### src/rtl/swdt_pkg.sv
package swdt_pkg;
   typedef enum logic [1:0] {
      CAUSE_NONE      = 2'b00,
      CAUSE_ESCALATE  = 2'b01,
      CAUSE_WIN_OVF   = 2'b10,
      CAUSE_BAD_CLEAR = 2'b11
   } cause_e;

   localparam int NUM_PERIODS = 8;
   localparam int SEL_W       = 3;
   localparam int SPAN_EXTRA  = 10;   // largest shift above the base
endpackage

### src/rtl/swdt_limit.sv
// Maps the period select onto the last count value and the window boundary.
module swdt_limit
   import swdt_pkg::*;
#(
   parameter int BASE_LOG2 = 3,
   parameter int CNT_W     = BASE_LOG2 + SPAN_EXTRA + 1
) (
   input  logic [SEL_W-1:0] sel,
   output logic [CNT_W-1:0] last,
   output logic [CNT_W-1:0] half
);
   logic [CNT_W-1:0] span [NUM_PERIODS];

   // Short periods double per step, the long ones quadruple.
   for (genvar g = 0; g < NUM_PERIODS; g++) begin : g_span
      localparam int SH = (g < 5) ? (g + BASE_LOG2) : (2 * g - 4 + BASE_LOG2);
      if (SH >= CNT_W) begin : g_bad
         $error("swdt_limit: counter too narrow for period %0d", g);
      end
      assign span[g] = CNT_W'(1) << SH;
   end

   assign last = span[sel] - CNT_W'(1);
   assign half = span[sel] >> 1;
endmodule

### src/rtl/swdt_cfg.sv
// Holds the active period and mode; reloads only when asked.
module swdt_cfg
   import swdt_pkg::*;
(
   input  logic             clk,
   input  logic             rst_n,
   input  logic             load,
   input  logic [SEL_W-1:0] sel_in,
   input  logic             win_in,
   output logic [SEL_W-1:0] sel_q,
   output logic             win_q
);
   always_ff @(posedge clk or negedge rst_n) begin
      if (!rst_n) begin
         sel_q <= '0;
         win_q <= 1'b0;
      end else if (load) begin
         sel_q <= sel_in;
         win_q <= win_in;
      end
   end
endmodule

### src/rtl/swdt_engine.sv
// Counter, escalation state, window check and event outputs.
module swdt_engine
   import swdt_pkg::*;
#(
   parameter int CNT_W = 14
) (
   input  logic             clk,
   input  logic             rst_n,
   input  logic             run_en,
   input  logic             tick,
   input  logic             clr_req,
   input  logic             win_q,
   input  logic [CNT_W-1:0] last,
   input  logic [CNT_W-1:0] half,
   output logic             load_cfg,
   output logic             accept,
   output logic [CNT_W-1:0] count,
   output logic             irq_pulse,
   output logic             rst_pulse,
   output logic [1:0]       cause
);
   logic [CNT_W-1:0] count_q, count_n;
   logic             armed_q, armed_n;
   logic             fresh_q, fresh_n;
   logic             irq_n, evt;
   cause_e           cause_q, cause_n, evt_cause;

   always_comb begin
      count_n   = count_q;
      armed_n   = armed_q;
      fresh_n   = fresh_q;
      irq_n     = 1'b0;
      evt       = 1'b0;
      evt_cause = CAUSE_NONE;
      accept    = 1'b0;
      if (!run_en) begin
         count_n = '0;
         armed_n = 1'b0;
         fresh_n = 1'b1;
      end else if (clr_req) begin
         count_n = '0;
         armed_n = 1'b0;
         if (win_q && (count_q < half)) begin
            evt       = 1'b1;
            evt_cause = CAUSE_BAD_CLEAR;
         end else begin
            accept = 1'b1;
         end
      end else if (tick) begin
         fresh_n = 1'b0;
         if (count_q == last) begin
            count_n = '0;
            if (win_q) begin
               evt       = 1'b1;
               evt_cause = CAUSE_WIN_OVF;
            end else if (armed_q) begin
               evt       = 1'b1;
               evt_cause = CAUSE_ESCALATE;
               armed_n   = 1'b0;
            end else begin
               irq_n   = 1'b1;
               armed_n = 1'b1;
            end
         end else begin
            count_n = count_q + CNT_W'(1);
         end
      end
      cause_n = (cause_q == CAUSE_NONE && evt) ? evt_cause : cause_q;
   end

   assign load_cfg = fresh_q || !run_en || accept || evt;

   always_ff @(posedge clk or negedge rst_n) begin
      if (!rst_n) begin
         count_q   <= '0;
         armed_q   <= 1'b0;
         fresh_q   <= 1'b1;
         cause_q   <= CAUSE_NONE;
         irq_pulse <= 1'b0;
         rst_pulse <= 1'b0;
      end else begin
         count_q   <= count_n;
         armed_q   <= armed_n;
         fresh_q   <= fresh_n;
         cause_q   <= cause_n;
         irq_pulse <= irq_n;
         rst_pulse <= evt;
      end
   end

   assign count = count_q;
   assign cause = cause_q;
endmodule

### src/rtl/supervisor_wdt.sv
module supervisor_wdt
   import swdt_pkg::*;
#(
   parameter int BASE_LOG2 = 3
) (
   input  logic             clk,
   input  logic             rst_n,
   input  logic             tick,
   input  logic             run_en,
   input  logic             win_mode,
   input  logic [SEL_W-1:0] period_sel,
   input  logic             clr_req,
   output logic             irq_pulse,
   output logic             rst_pulse,
   output logic [1:0]       cause
);
   localparam int CNT_W = BASE_LOG2 + SPAN_EXTRA + 1;

   if (BASE_LOG2 < 1 || BASE_LOG2 > 12) begin : g_param_bad
      $error("supervisor_wdt: BASE_LOG2 out of range");
   end

   logic [SEL_W-1:0] cfg_sel;
   logic             cfg_win;
   logic             load_cfg;
   logic             clr_ok;
   logic [CNT_W-1:0] last_cnt, half_cnt, count;

   swdt_cfg u_cfg (
      .clk    (clk),
      .rst_n  (rst_n),
      .load   (load_cfg),
      .sel_in (period_sel),
      .win_in (win_mode),
      .sel_q  (cfg_sel),
      .win_q  (cfg_win)
   );

   swdt_limit #(.BASE_LOG2(BASE_LOG2), .CNT_W(CNT_W)) u_limit (
      .sel  (cfg_sel),
      .last (last_cnt),
      .half (half_cnt)
   );

   swdt_engine #(.CNT_W(CNT_W)) u_engine (
      .clk       (clk),
      .rst_n     (rst_n),
      .run_en    (run_en),
      .tick      (tick),
      .clr_req   (clr_req),
      .win_q     (cfg_win),
      .last      (last_cnt),
      .half      (half_cnt),
      .load_cfg  (load_cfg),
      .accept    (clr_ok),
      .count     (count),
      .irq_pulse (irq_pulse),
      .rst_pulse (rst_pulse),
      .cause     (cause)
   );
endmodule

### config.mk
export PLATFORM = sky130hd
export DESIGN_NAME = supervisor_wdt
export DESIGN_NICKNAME = d
export VERILOG_FILES = /design/src/rtl/swdt_pkg.sv /design/src/rtl/swdt_limit.sv /design/src/rtl/swdt_cfg.sv /design/src/rtl/swdt_engine.sv /design/src/rtl/supervisor_wdt.sv
export SDC_FILE = /design/constraint.sdc
export NUM_CORES = 1
export LEC_CHECK = 0
export ABC_AREA = 1
export BUFFER_PORTS_ARGS = -buffer_cell sky130_fd_sc_hd__buf_2
export CAP_MARGIN = 25
export CORE_MARGIN = 2
export CORE_UTILIZATION = 50
export DETAILED_ROUTE_END_ITERATION = 16
export PLACE_DENSITY = 0.66
export SLEW_MARGIN = 25
export SYNTH_ARGS = -nofsm -noshare
export SYNTH_HDL_FRONTEND = slang
export SYNTH_SLANG_ARGS = --single-unit
### constraint.sdc
create_clock -name clk -period 4.4 [get_ports clk]
set_clock_uncertainty 0.05 [all_clocks]
set_input_delay 0.66 -clock clk [delete_from_list [all_inputs] [get_ports clk]]
set_output_delay 0.66 -clock clk [all_outputs]
set_load 0.02 [all_outputs]
==> results.json <==
{
  "outcome": "complete, no violations",
  "dp_hpwl_um": 2720,
  "hold_violations": 0,
  "core_sq_um": 3100,
  "area_growth_pct": 7.41,
  "r2r_end": "u_engine.armed_q",
  "worst_pin_slew_ns": 0.530,
  "grt_pass1_wl_um": 6010,
  "power.density_nw_per_um2": 242,
  "ioPinCount": 13,
  "p_int_mw": 0.306,
  "cap_viol_max_count": 0,
  "critPathCapture": "u_engine.armed_q",
  "wire_per_inst_um": 11.9,
  "p_leak_nw": 0.830,
  "yosys_warnings": 0,
  "cts_buffer_depth": 2,
  "die-area_sq_um": 3790,
  "cp.required_ns": 4.56,
  "sw_frac_of_total": 0.287,
  "grt-ovfl-total": 0,
  "hp-class": "in -> async",
  "routed_via_density": 5.11,
  "seq_area_frac_synth": 0.364,
  "grt_pass1_vias": 1277,
  "diodes": 0,
  "fin_util": 0.573,
  "die_x_um": 61.5,
  "startpoint": "u_cfg.sel_q[2]",
  "power_frac_seq": 0.568,
  "fin_nets": 268,
  "crit_type": "reg -> reg",
  "slew_violations": 0,
  "regToRegStartpoint": "u_cfg.sel_q[2]",
  "ys_seq_elements": 24,
  "cts_hold_buffers": 0,
  "die_y_um": 61.5,
  "root_buffer": "clkbuf_4",
  "reg2reg_setup_slack_ns": 2.14,
  "rsz0062_at_grt": "false",
  "cp_max_fo": 12,
  "cp-start-kind": "flip-flop",
  "grt_max_degree": 25,
  "finalCritPeriodShare": 0.514,
  "syn_nets": 256,
  "drc": 0,
  "min_period_ns": 2.26,
  "h-tree-depth": 1,
  "slew_headroom": 0.647,
  "ir_worst_vdd_mv": 0.170,
  "ys_types": 29,
  "gp_congestion": 0.845,
  "wl_um": 3510,
  "setup_viol": 0,
  "layout-drive-gt1-share": 0.0880,
  "start_util": 0.533,
  "cp.arrival_ns": 2.42,
  "cts-buffers-inserted": 3,
  "post_cts_resized": 0,
  "tns_ns": 0,
  "p_sw_mw": 0.123,
  "fmax_mhz": 442,
  "antenna_found_initial": 0,
  "clock_power_share": 0.275,
  "track_usage": 0.214,
  "fin_hold_ws_ns": 0.250,
  "syn_area_sq_um": 1660,
  "avgSynthCellArea_sq_um": 6.93,
  "drt_pass1_iterations": 4,
  "via_count": 1503,
  "cts_setup_buffers": 0,
  "port_buffers": 12,
  "fp-row-count": 20,
  "clk_pin_slew_ns": 0.14,
  "combPwrFrac": 0.157,
  "cp-end-kind": "flip-flop",
  "drt_iter0_markers": 115,
  "cts_tree": "done",
  "cts.sinks": 24,
  "ant_nets": 0,
  "clk_latency_ns": 0.31,
  "synth_cells": 239,
  "ff2ff_path_depth": 10
}
## critical path, cell delays in order, from the launching register on
cell and delay, ns:
dfrtp_1 0.53, nor2_1 0.30, nand3b_1 0.11, nand2_1 0.10, nand2_1 0.06, nor2_1 0.12, nand2_1 0.16, o21ai_2 0.43
o21ai_1 0.17, nand2_1 0.08, o21ai_1 0.05
## power by group through the flow
stage	sequential, mW	clock (mW)	combinational, mW
floorplan	0.242	0	0.0544
global placement	0.248	0	0.0692
detailed placement	0.248	0	0.0681
CTS	0.243	0.121	0.0685
global route	0.246	0.135	0.0792
finish	0.244	0.118	0.0676
## worst min-delay path by stage
stage,startpoint,slack (ns),to
floorplan,rst_n,0.31,u_cfg.sel_q[0]
global placement,u_engine.cause[0],0.42,u_engine.cause[0]
global route,rst_n,0.28,u_engine.count[9]
detailed placement,u_engine.cause[0],0.43,u_engine.cause[0]
finish,rst_n,0.25,u_engine.count[6]
CTS,rst_n,0.27,u_engine.count[9]
## through the flow
step,setup slack [ns],cells,total power [mW],cell area [sq um]
final,2.14,294,0.429,1780
after detailed placement,2.11,290,0.316,1740
after CTS,2.14,294,0.433,1780
after global routing,1.82,294,0.461,1780
after floorplan,2.53,239,0.296,1660
after global placement,2.14,290,0.317,1740
## sequential cells by signal, indices dropped and copies added, names as in the netlist
register	flops
u_engine.fresh_q	1
u_cfg.win_q	1
u_engine.rst_pulse	1
u_engine.cause	2
u_engine.irq_pulse	1
u_cfg.sel_q	3
u_engine.count	14
u_engine.armed_q	1
## synth_stat cells (all sizes together)
cell | n | share of area
or2 | 2 | 0.0076
nand3b | 1 | 0.0045
inv | 31 | 0.070
a31oi | 1 | 0.0038
nor3 | 7 | 0.021
o21a | 4 | 0.018
nor4 | 1 | 0.0038
a32o | 1 | 0.0060
nand2 | 68 | 0.15
and3 | 1 | 0.0038
xor2 | 6 | 0.032
clkbuf | 1 | 0.0023
nand3 | 19 | 0.057
ha | 8 | 0.060
o21ai | 10 | 0.033
nor2 | 30 | 0.073
o41ai | 1 | 0.0053
a21oi | 9 | 0.027
dfstp | 1 | 0.016
nand4 | 8 | 0.030
dfrtp | 23 | 0.35
o22ai | 1 | 0.0038
buf | 4 | 0.015
a211oi | 1 | 0.0045
## layer usage
metal  GRT usage  up-vias  share of wire
met3      0.0252        2          0.038
met4      0.0365        0         0.0060
li1            -      799              -
met1       0.340      668           0.53
met2       0.314       34           0.43
met5           0        -              0
## cells by family (layout without fill, tap and decap cells)
logic type / after synthesis / in the layout / synth area share
flip-flops: 24 / 24 / 0.364
XOR/XNOR: 6 / 6 / 0.0317
AO/OA/AOI/OAI: 28 / 28 / 0.101
adder cells (fa/ha/maj): 8 / 8 / 0.0605
AND/OR/NAND/NOR: 137 / 137 / 0.355
buffers and inverters: 36 / 47 / 0.0877
## layout make-up
cell class,count,area (sq um)
Fill cell,328,1330
Multi-Input combinational cell,179,908
Timing Repair Buffer,12,60.1
Tap cell,44,55.1
Sequential cell,24,602
Clock buffer,4,36.3
Inverter,31,116
## cell usage in the layout, fill, tap and decap left out
cell type   n
o21a_1      4
inv_2       1
o22ai_1     1
a21oi_1     9
nand3b_1    1
nor2_1     29
ha_1        8
a211oi_1    1
nor4_1      1
nand3_1    19
o21ai_2     1
nand4_1     8
xor2_1      6
nand2_1    68
o21ai_1     3
o41ai_1     1
a31oi_1     1
nor3_1      7
dfrtp_1    23
o21ai_0     6
inv_1      30
a32o_1      1
clkbuf_4    3
dfstp_2     1
and3_1      1
buf_2      12
clkbuf_8    1
or2_2       2
nor2_4      1
(Power assumes the default switching activity.)
